### config.mk
export PLATFORM = sky130hd
export DESIGN_NAME = gamma_ref_bank
export DESIGN_NICKNAME = d
export VERILOG_FILES = /design/src/rtl/gamma_ref_bank.sv
export SDC_FILE = /design/constraint.sdc
export NUM_CORES = 1
export LEC_CHECK = 0
export ABC_CLOCK_PERIOD_IN_PS = 2020
export BUFFER_PORTS_ARGS = -buffer_cell sky130_fd_sc_hd__buf_2
export CAP_MARGIN = 30
export CELL_PAD_IN_SITES_DETAIL_PLACEMENT = 1
export CELL_PAD_IN_SITES_GLOBAL_PLACEMENT = 1
export CORE_AREA = 2 2 184 186
export CTS_BUF_LIST = sky130_fd_sc_hd__clkbuf_2
export DETAILED_ROUTE_END_ITERATION = 6
export DIE_AREA = 0 0 186 188
export PLACE_DENSITY_LB_ADDON = 0.1
export SYNTH_ARGS = -nofsm -noshare
export SYNTH_HDL_FRONTEND = slang
export SYNTH_SLANG_ARGS = --single-unit
### constraint.sdc
create_clock -name clk -period 2.02 [get_ports clk]
set_input_delay 0.303 -clock clk [delete_from_list [all_inputs] [get_ports clk]]
set_output_delay 0.303 -clock clk [all_outputs]
set_load 0.01 [all_outputs]
### src/rtl/gamma_ref_bank.sv
module gamma_ref_bank #(
  parameter int CH = 16,
  parameter int W  = 10
) (
  input  logic            clk,
  input  logic            rst_n,
  input  logic            scl_in,
  input  logic            sda_in,
  output logic            sda_oe,
  input  logic            addr_sel,
  input  logic            load_hold,
  output logic [CH*W-1:0] out_codes
);
  localparam int PW = $clog2(CH);
  localparam int HW = W - 8;

  typedef enum logic [1:0] {S_IDLE, S_RX, S_ACK} st_t;
  typedef enum logic [2:0] {P_ADDR, P_GC, P_PTR, P_HI, P_LO} ph_t;

  logic [1:0] scl_sy, sda_sy;
  logic       scl_d, sda_d;
  st_t        st;
  ph_t        phase;
  logic [3:0] bitcnt;
  logic [7:0] shreg;
  logic [PW-1:0] ptr;
  logic [HW-1:0] hi;
  logic [CH-1:0][W-1:0] in_r, out_r, in_nxt;

  always_ff @(posedge clk) begin
    if (!rst_n) begin
      scl_sy <= 2'b11; sda_sy <= 2'b11; scl_d <= 1'b1; sda_d <= 1'b1;
    end else begin
      scl_sy <= {scl_sy[0], scl_in}; sda_sy <= {sda_sy[0], sda_in};
      scl_d  <= scl_sy[1];           sda_d  <= sda_sy[1];
    end
  end

  wire scl_s = scl_sy[1];
  wire sda_s = sda_sy[1];
  wire start = scl_s & scl_d & sda_d & ~sda_s;
  wire stop  = scl_s & scl_d & ~sda_d & sda_s;
  wire rise  = scl_s & ~scl_d;
  wire fall  = ~scl_s & scl_d;

  wire gcall   = shreg == 8'h00;
  wire addr_ok = shreg[7:1] == {6'b111010, addr_sel} && !shreg[0];
  wire accept  = (phase == P_ADDR) ? (addr_ok | gcall) :
                 (phase == P_GC)   ? (shreg == 8'h06) : 1'b1;
  wire ack_end = st == S_ACK && fall;
  wire commit  = ack_end && phase == P_LO;
  wire gc_fire = ack_end && phase == P_GC;

  always_ff @(posedge clk) begin
    if (!rst_n) begin
      st <= S_IDLE; phase <= P_ADDR; bitcnt <= '0; shreg <= '0;
      ptr <= '0; hi <= '0; sda_oe <= 1'b0;
    end else if (start) begin
      st <= S_RX; phase <= P_ADDR; bitcnt <= '0; sda_oe <= 1'b0;
    end else if (stop) begin
      st <= S_IDLE; sda_oe <= 1'b0;
    end else begin
      case (st)
        S_RX: begin
          if (rise && bitcnt != 4'd8) begin
            shreg  <= {shreg[6:0], sda_s};
            bitcnt <= bitcnt + 4'd1;
          end
          if (fall && bitcnt == 4'd8) begin
            if (accept) begin st <= S_ACK; sda_oe <= 1'b1; end
            else st <= S_IDLE;
          end
        end
        S_ACK: if (fall) begin
          sda_oe <= 1'b0; bitcnt <= '0; st <= S_RX;
          case (phase)
            P_ADDR: phase <= gcall ? P_GC : P_PTR;
            P_GC:   st <= S_IDLE;
            P_PTR:  begin ptr <= shreg[PW-1:0]; phase <= P_HI; end
            P_HI:   begin hi <= shreg[HW-1:0]; phase <= P_LO; end
            default: begin ptr <= ptr + 1'b1; phase <= P_HI; end
          endcase
        end
        default: ;
      endcase
    end
  end

  always_comb begin
    in_nxt = in_r;
    if (gc_fire) in_nxt = '0;
    else if (commit) in_nxt[ptr] = {hi, shreg};
  end

  always_ff @(posedge clk) begin
    if (!rst_n) begin
      in_r <= '0; out_r <= '0;
    end else begin
      in_r <= in_nxt;
      if (gc_fire) out_r <= '0;
      else if (!load_hold) out_r <= in_nxt;
    end
  end

  assign out_codes = out_r;

  assert_pass_through_R7: assert property (@(posedge clk) disable iff (!rst_n)
    !load_hold |=> out_r == in_r);

  assert_hold_stable_R8: assert property (@(posedge clk) disable iff (!rst_n)
    (load_hold && !gc_fire) |=> $stable(out_r));

  assert_gc_clear_R10: assert property (@(posedge clk) disable iff (!rst_n)
    gc_fire |=> (out_r == '0 && in_r == '0));

  assert_oe_timing_R11: assert property (@(posedge clk) disable iff (!rst_n)
    !$stable(sda_oe) |-> $past(fall || start || stop));

  // covers R4 as well: high-speed code and reads are never acknowledged
  assert_hs_read_nack_R3: assert property (@(posedge clk) disable iff (!rst_n)
    (st == S_RX && fall && bitcnt == 4'd8 && phase == P_ADDR &&
     (shreg[7:3] == 5'b00001 || shreg[0])) |=> !sda_oe);
endmodule

==> results by group, run 1 <==
Outcome
  • Status: complete, no violations

Yosys
  • Synth Area in XOR/XNOR: 0.06561%
  • Top-count cell post-synth: dfxtp_1
  • Synth Instances: 1432
  • Top_reg_cell synth: dfxtp_1
  • Adder-cell share of the synthesized area: 0.7498%
  • Register area share after synthesis: a little over half
  • Multiplexer share of the synthesized area: between 10 and 15%
  • Synth Area in Compound Gates: approximately 8.3%
  • Synth Area in Simple Gates: between 20% and 30%
  • Cell Area, Synth: 13350 sq um
  • Area leader, netlist: dfxtp_1
  • Top cells by area, synth: dfxtp_1 (52%), mux2i_1 (13%), nor2b_1 (7.8%), nand2_1 (4.8%), nor2_1 (4.8%)
  • Commonest cells in the netlist: dfxtp_1 (350), mux2i_1 (172), nand2_1 (169), nor2_1 (169), nor2b_1 (167)
  • EDFF count, synth: 0
  • Avg Cell Area, Syn: 9.322 sq um
  • Synth Net Count: between 1000 and 1500
  • Register bit total from synthesis: 350
  • Ys async rst share: 0%
  • Synth warn: 0
  • Netlist cell types: 55
  • Main combinational cell family by area after synthesis: simple AND/OR/NAND/NOR gates
  • Share of the synthesized area in the top cell type: a little over half

STA
  • Slew Viols, Final: 0
  • Crit path time final: ~2.0 ns
  • Top achievable clock speed: between 0.5 and 0.6 GHz
  • Final setup fails: 0
  • Final Skew: slightly below 0.08 ns
  • Final Hold Slack: roughly 0.33 ns
  • Tcrit/Tclk final: ~97%
  • Unrepaired setup endpoints after global routing: true
  • Final WS setup: between 0.05 and 0.06 ns
  • Slew headroom: 35.57%
  • Hold Fails Final Rpt: 0
  • Slew @ Worst Pin: between 0.9 and 1 ns

Clock tree
  • Clock buffer depth: 3
  • Sink Count: 350
  • Htree depth: 3
  • Clock Latency Late Sink: 0.92 ns
  • CTS tree: built
  • CTS buffer count: between 90 and 100
  • Clock slew at reported path FFs: between 0.1 and 0.15 ns
  • CTS root buffer: clkbuf_2

Floorplanning
  • Die Width: between 150 and 200 um
  • Io pins: 167
  • Die area: roughly 35000 sq um
  • Rows: 67
  • Starting Density: a little over 40%
  • Die Ht: around 190 um
  • Core area: around 33000 sq um

Critical path
  • Crit path capture type: flip-flop
  • Peak fanout along the critical path: 5
  • Worst Setup Start Kind: flip-flop
  • Data arrival, critical path: 2.79 ns
  • Kind of critical path: reg -> reg
  • CP required: ~2.8 ns

Placed design
  • Worst slack, placed: -0.1813 ns
  • RePlAce Congestion: about 0.8
  • HPWL after DPL: 22500 um
  • Placed cell area: between 15000 and 20000 sq um
  • PortBufs: 166

Power
  • Net Sw Frac: 25.98%
  • Gate power share: 3.6%
  • Int Power: between 9000 and 10000 uW
  • Clock share of power: between 40 and 50%
  • Seq pwr share: between 50% and 60%
  • Power per cell area: ~770 nW/um^2
  • Leakage Power: 0.007971 uW
  • P_sw: roughly 3200 uW
  • Total power: around 12000 uW
  • Peak supply drop: between 0.0003 and 0.0004 V

Cells and area
  • Utilization after layout: 48.42%
  • Area delta synth->final: 20.11%
  • FF/Latch Area: between 7000 and 8000 sq um
  • Final Net Count: approximately 1700
  • Fillcell total: roughly 4000
  • Multi-input logic area: between 5000 and 6000 sq um
  • Share of cells above drive strength 1: a little under a quarter
  • Design area: 16030 sq um

Routing
  • Routed Antenna Nets: 0
  • DR iter-0 viols: between 400 and 500
  • Drt pass-1 iters: 4
  • Vias per cell: between 4 and 5
  • Routed wire per std cell: ~16 um
  • Total Wirelength: 35480 um
  • Total number of vias: between 10000 and 15000
  • Residual DRC: 0

Min path
  • Hold/Removal Path Class: in -> reg

GRT
  • GRT overflow: 0
  • Total track usage: 20.40%
  • Initial antenna violation count: 1
  • Global-route wire length before repair: 56550 um
  • Largest net degree at the start of global routing: 80
  • Vias in the first global route: 10726

Run
  • Max_cap viols: 0
cells by family after synthesis:
logic type | count (synthesis)
AOI/OAI and AO/OA | 203
xor gates and xnor gates | 1
adders and majority gates | 8
buffers and inverters | 130
DFF | 350
muxes | 172
and+or+nand+nor | 568
worst max-delay path, cell delays in order (launching register included):
cell and delay (ns):
dfxtp_2 0.35, inv_2 0.05, ha_4 0.16, buf_6 0.12
or3_4 0.39, o32ai_4 0.13, a41oi_2 0.09, or4b_1 0.53
a21oi_1 0.12
layer usage:
| metal | routed length (um) | part of all wire (%) | GRT usage [%] |
|---|---|---|---|
| met1 | 17010 | 48 | 27.10 |
| met2 | 16450 | 46 | 32.93 |
| met3 | 1474 | 4.2 | 4.273 |
| met4 | 548 | 1.5 | 6.753 |
| met5 | 0 | 0 | 0 |
metrics by stage:
| step | TNS (ns) | cells |
|---|---|---|
| floorplan | 0 | 1432 |
| global placement | -13.60 | 1996 |
| detailed placement | -14.79 | 1996 |
| CTS | 0 | 2170 |
| global route | -0.09984 | 2176 |
| finish | 0 | 2176 |
registers in the layout (all words and copies together), names as in the netlist:
| signal | cells |
|---|---|
| scl_d | 1 |
| shreg | 8 |
| bitcnt | 4 |
| sda_d | 1 |
| phase | 3 |
| in_r | 160 |
| sda_sy | 2 |
| ptr | 4 |
| sda_oe | 1 |
| st | 2 |
| hi | 2 |
| scl_sy | 2 |
| out_codes | 160 |
power by group through the flow:
| stage | clock network [uW] | registers [uW] | logic, uW |
|---|---|---|---|
| final | 4940 | 6920 | 444 |
| after global routing | 5550 | 6920 | 486 |
| after CTS | 5200 | 6920 | 430 |
| after detailed placement | 0 | 7080 | 404 |
| after global placement | 0 | 7080 | 402 |
| after floorplan | 0 | 7070 | 261 |
layout make-up:
| class | count | share of cell area, % |
|---|---|---|
| sequential | 350 | 43.71 |
| multi-input combinational | 953 | 35.76 |
| timing repair buffer | 249 | 11.60 |
| clock buffer | 149 | 4.651 |
| tap | 448 | 3.496 |
| clock inverter | 15 | 0.5150 |
| inverter | 11 | 0.2575 |
| antenna | 1 | 0.01561 |
layout by cell type (no fill, tap or decap), types with 2 or more instances in the layout:
cell type      synthesis  final
dfxtp_1              350    348
mux2i_1              172    172
nor2_1               169    169
nand2_1              169    169
nor2b_1              167    167
buf_2                 19    165
clkbuf_2               1    149
o21ai_0               97     97
o21ai_1               74     74
buf_4                 13     45
buf_12                 0     30
nand4_1               17     17
clkinv_1               0     11
inv_1                 11     10
a21oi_1               10     10
and2b_1                8      8
nand2b_1               8      8
dlygate4sd3_1          0      7
nand3_1                6      6
ha_1                   8      6
inv_2                  0      4
and3b_1                3      3
nor3_1                 3      3
nand3b_1               2      2
and2_1                 2      2
or3_1                  2      2
o31a_1                 2      2
nor3b_1                2      2
a21boi_0               2      2
o211ai_1               2      2
a21o_1                 2      2
dfxtp_2                0      2
final timing paths:
kind              startpoint         to  slack, ns  depth (start not counted)
setup / recovery       st[0]  bitcnt[2]       0.05                          8
hold / removal         rst_n      hi[0]       0.33                          3
setup reg to reg       st[0]  bitcnt[2]       0.05                          8
hold reg to reg    scl_sy[0]  scl_sy[1]       0.41                          1
timing repair:
item                                    CTS  global route
cloned                                    0             1
endpoints found under the hold margin    89             0
hold buffers                              7             0
pin swaps                                 0             5
endpoints found under the setup margin  167            22
setup buffers                             3             4
resized for setup                         3             7
No activity file was read; power rests on OpenSTA's default activity.
==> inputs of run 2 (changes only) <==
Settings changed: CORE_AREA 2 2 184 186 to 2 2 186 188, CTS_BUF_LIST sky130_fd_sc_hd__clkbuf_2 to sky130_fd_sc_hd__clkbuf_16, DIE_AREA 0 0 186 188 to 0 0 188 190.
==> run 2 against run 1 <==
Hold slack got worse by 0.19 ns. Wire length increased by 0.35%. Clock skew down 0.059 ns. Critical path depth is 1 lower. Final area is 2.1% higher. Clock power up 41%. Critical endpoint unchanged. Largest power group is now the clock network.
==> results by group, run 2 (synthesis results as in run 1) <==
Floorplanning
  • Rows: 68 (was 67)
  • Core area: 33950 sq um (was 33110 sq um)
  • Io pins: 167 (unchanged)
  • Die area: 35720 sq um (was 34970 sq um)
  • Starting Density: 39.32% (was 40.31%)
  • Die Width: 188 um (was 186 um)
  • Die Ht: 190 um (was 188 um)

Power
  • P_sw: 3096 uW (was 3196 uW)
  • Net Sw Frac: 21.62% (was 25.98%)
  • Seq pwr share: 48.4% (was 56.2%)
  • Gate power share: 2.9% (was 3.6%)
  • Clock share of power: 48.7% (was 40.2%)
  • Int Power: 11230 uW (was 9107 uW)
  • Peak supply drop: 0.0006357 V (was 0.0003929 V)
  • Power per cell area: 874.6 nW/um^2 (was 767.3 nW/um^2)
  • Total power: 14320 uW (was 12300 uW)
  • Leakage Power: 0.007854 uW (was 0.007971 uW)

Clock tree
  • Clock Latency Late Sink: 0.52 ns (was 0.92 ns)
  • Clock slew at reported path FFs: 0.06 ns (was 0.11 ns)
  • CTS buffer count: 40 (was 94)
  • CTS tree: built (unchanged)
  • Htree depth: 2 (was 3)
  • Clock buffer depth: 3 (unchanged)
  • CTS root buffer: clkbuf_16 (was clkbuf_2)
  • Sink Count: 350 (unchanged)

STA
  • Slew Viols, Final: 0 (unchanged)
  • Hold Fails Final Rpt: 0 (unchanged)
  • Top achievable clock speed: 0.5076 GHz (was 0.5082 GHz)
  • Crit path time final: 1.970 ns (was 1.968 ns)
  • Final Skew: 0.01847 ns (was 0.07743 ns)
  • Slew headroom: 38.67% (was 35.57%)
  • Unrepaired setup endpoints after global routing: true (unchanged)
  • Total negative setup slack: 0 ns (unchanged)
  • Final setup fails: 0 (unchanged)
  • Slew @ Worst Pin: 0.9187 ns (was 0.9651 ns)
  • Tcrit/Tclk final: 97.52% (was 97.41%)
  • Final WS setup: 0.05001 ns (was 0.05232 ns)

GRT
  • Total track usage: 20.03% (was 20.40%)
  • Global routing usage on met2: 33.37% (was 32.93%)
  • GRT met1 Usage: 27.41% (was 27.10%)
  • GRT overflow: 0 (unchanged)
  • Largest net degree at the start of global routing: 86 (was 80)
  • Initial antenna violation count: 0 (was 1)
  • Vias in the first global route: 10273 (was 10726)
  • Global-route wire length before repair: 57180 um (was 56550 um)
  • Busiest grt layer: met2 (unchanged)
  • Met3 Use GR: 2.878% (was 4.273%)

Critical path
  • Crit path capture type: flip-flop (unchanged)
  • CP required: 2.46 ns (was 2.84 ns)
  • Peak fanout along the critical path: 6 (was 5)
  • Data arrival, critical path: 2.41 ns (was 2.79 ns)
  • Worst Setup Start Kind: flip-flop (unchanged)
  • Worst-path cell chain: inv_2, ha_4, or3_4, o32ai_2, a41oi_2, or4b_1, a21oi_1 (was inv_2, ha_4, buf_6, or3_4, o32ai_4, a41oi_2, or4b_1, a21oi_1)
  • Kind of critical path: reg -> reg (unchanged)
  • Slowest-stage cell, CP: or4b_1 (unchanged)
  • Crit-path max cell delay: 0.52 ns (was 0.53 ns)

Routing
  • Routed wire per std cell: 17.14 um (was 16.31 um)
  • Routed Antenna Nets: 0 (unchanged)
  • Total number of vias: 10179 (was 10501)
  • Vias per cell: 4.901 (was 4.826)
  • DR iter-0 viols: 403 (was 450)
  • Residual DRC: 0 (unchanged)
  • Drt pass-1 iters: 4 (unchanged)
  • Total Wirelength: 35610 um (was 35480 um)

Placed design
  • RePlAce Congestion: 0.7986 (was 0.7995)
  • PortBufs: 166 (unchanged)
  • Worst slack, placed: -0.2949 ns (was -0.1813 ns)
  • HPWL after DPL: 23290 um (was 22500 um)

Cells and area
  • Share of cells above drive strength 1: 19.05% (was 23.62%)
  • Area delta synth->final: 22.67% (was 20.11%)
  • Most common cell after layout, fill and taps aside: dfxtp_1 (unchanged)
  • Final Net Count: 1607 (was 1673)
  • Diodes inserted: 0 (was 1)
  • Most frequent cells in the layout: dfxtp_1 (347), nor2_1 (169), nand2_1 (169), nor2b_1 (167), buf_2 (165) (was dfxtp_1 (348), mux2i_1 (172), nor2_1 (169), nand2_1 (169), nor2b_1 (167))

Min path
  • Hold/Removal Path Class: in -> reg (unchanged)

Run
  • Max_cap viols: 0 (unchanged)

Outcome
  • Status: complete, no violations (unchanged)
==> run 2: layer usage <==
layer | part of all wire, % | wire [um]
met3 | 3.7 | 1302
met5 | 0 | 0
met2 | 46 | 16360
met1 | 49 | 17340
met4 | 1.7 | 606
==> run 2: path summary, 6_finish.rpt <==
check	from	endpoint	slack, ns	cells after the start
worst max-delay path	st[0]	bitcnt[2]	0.05	7
worst min-delay path	rst_n	st[0]	0.13	2
worst max register to register	st[0]	bitcnt[2]	0.05	7
worst min register to register	sda_sy[0]	sda_sy[1]	0.41	1
==> run 2: what timing repair did <==
| item | 4_1_cts | 5_1_grt |
|---|---|---|
| hold endpoints to repair | 2 | 0 |
| setup buffers | 0 | 0 |
| setup endpoints to repair | 312 | 26 |
| hold buffers | 2 | 0 |
| pin swaps | 6 | 3 |
| gates resized for setup | 7 | 12 |
==> run 2: critical path, delay by kind of cell, from the launching register on <==
kind | cells | cell delay [ns]
simple gates | 2 | 0.91
compound gates | 3 | 0.36
flops | 1 | 0.34
buf+inv | 1 | 0.05
fa+ha+maj | 1 | 0.24
==> run 2: stage by stage <==
stage | std cells | utilization, % | hold WS, ns | area [sq um]
after CTS | 2077 | 48.11 | 0.1075 | 16330
after floorplan | 1432 | - | 0.3763 | 13350
after detailed placement | 2004 | 44.29 | 0.3999 | 15040
final | 2077 | 48.24 | 0.1328 | 16380
after global placement | 2004 | 44.29 | 0.3963 | 15040
after global routing | 2077 | 48.24 | 0.1208 | 16380
==> run 2: final cells by class <==
class	count	area [sq um]
Sequential cell	350	7010
Clock buffer	41	1026
Fill cell	3915	17570
Clock inverter	30	231.5
Timing Repair Buffer	238	1748
Tap cell	455	569.3
Multi-Input combinational cell	952	5749
Inverter	11	41.29
==> run 2: power by group through the flow <==
stage	clock network [uW]	logic [uW]	registers, uW
2_1_floorplan	0	261	7070
3_3_place_gp	0	410	7080
3_5_place_dp	0	410	7080
4_1_cts	7170	420	6930
5_1_grt	7480	462	6930
6_report	6970	420	6930
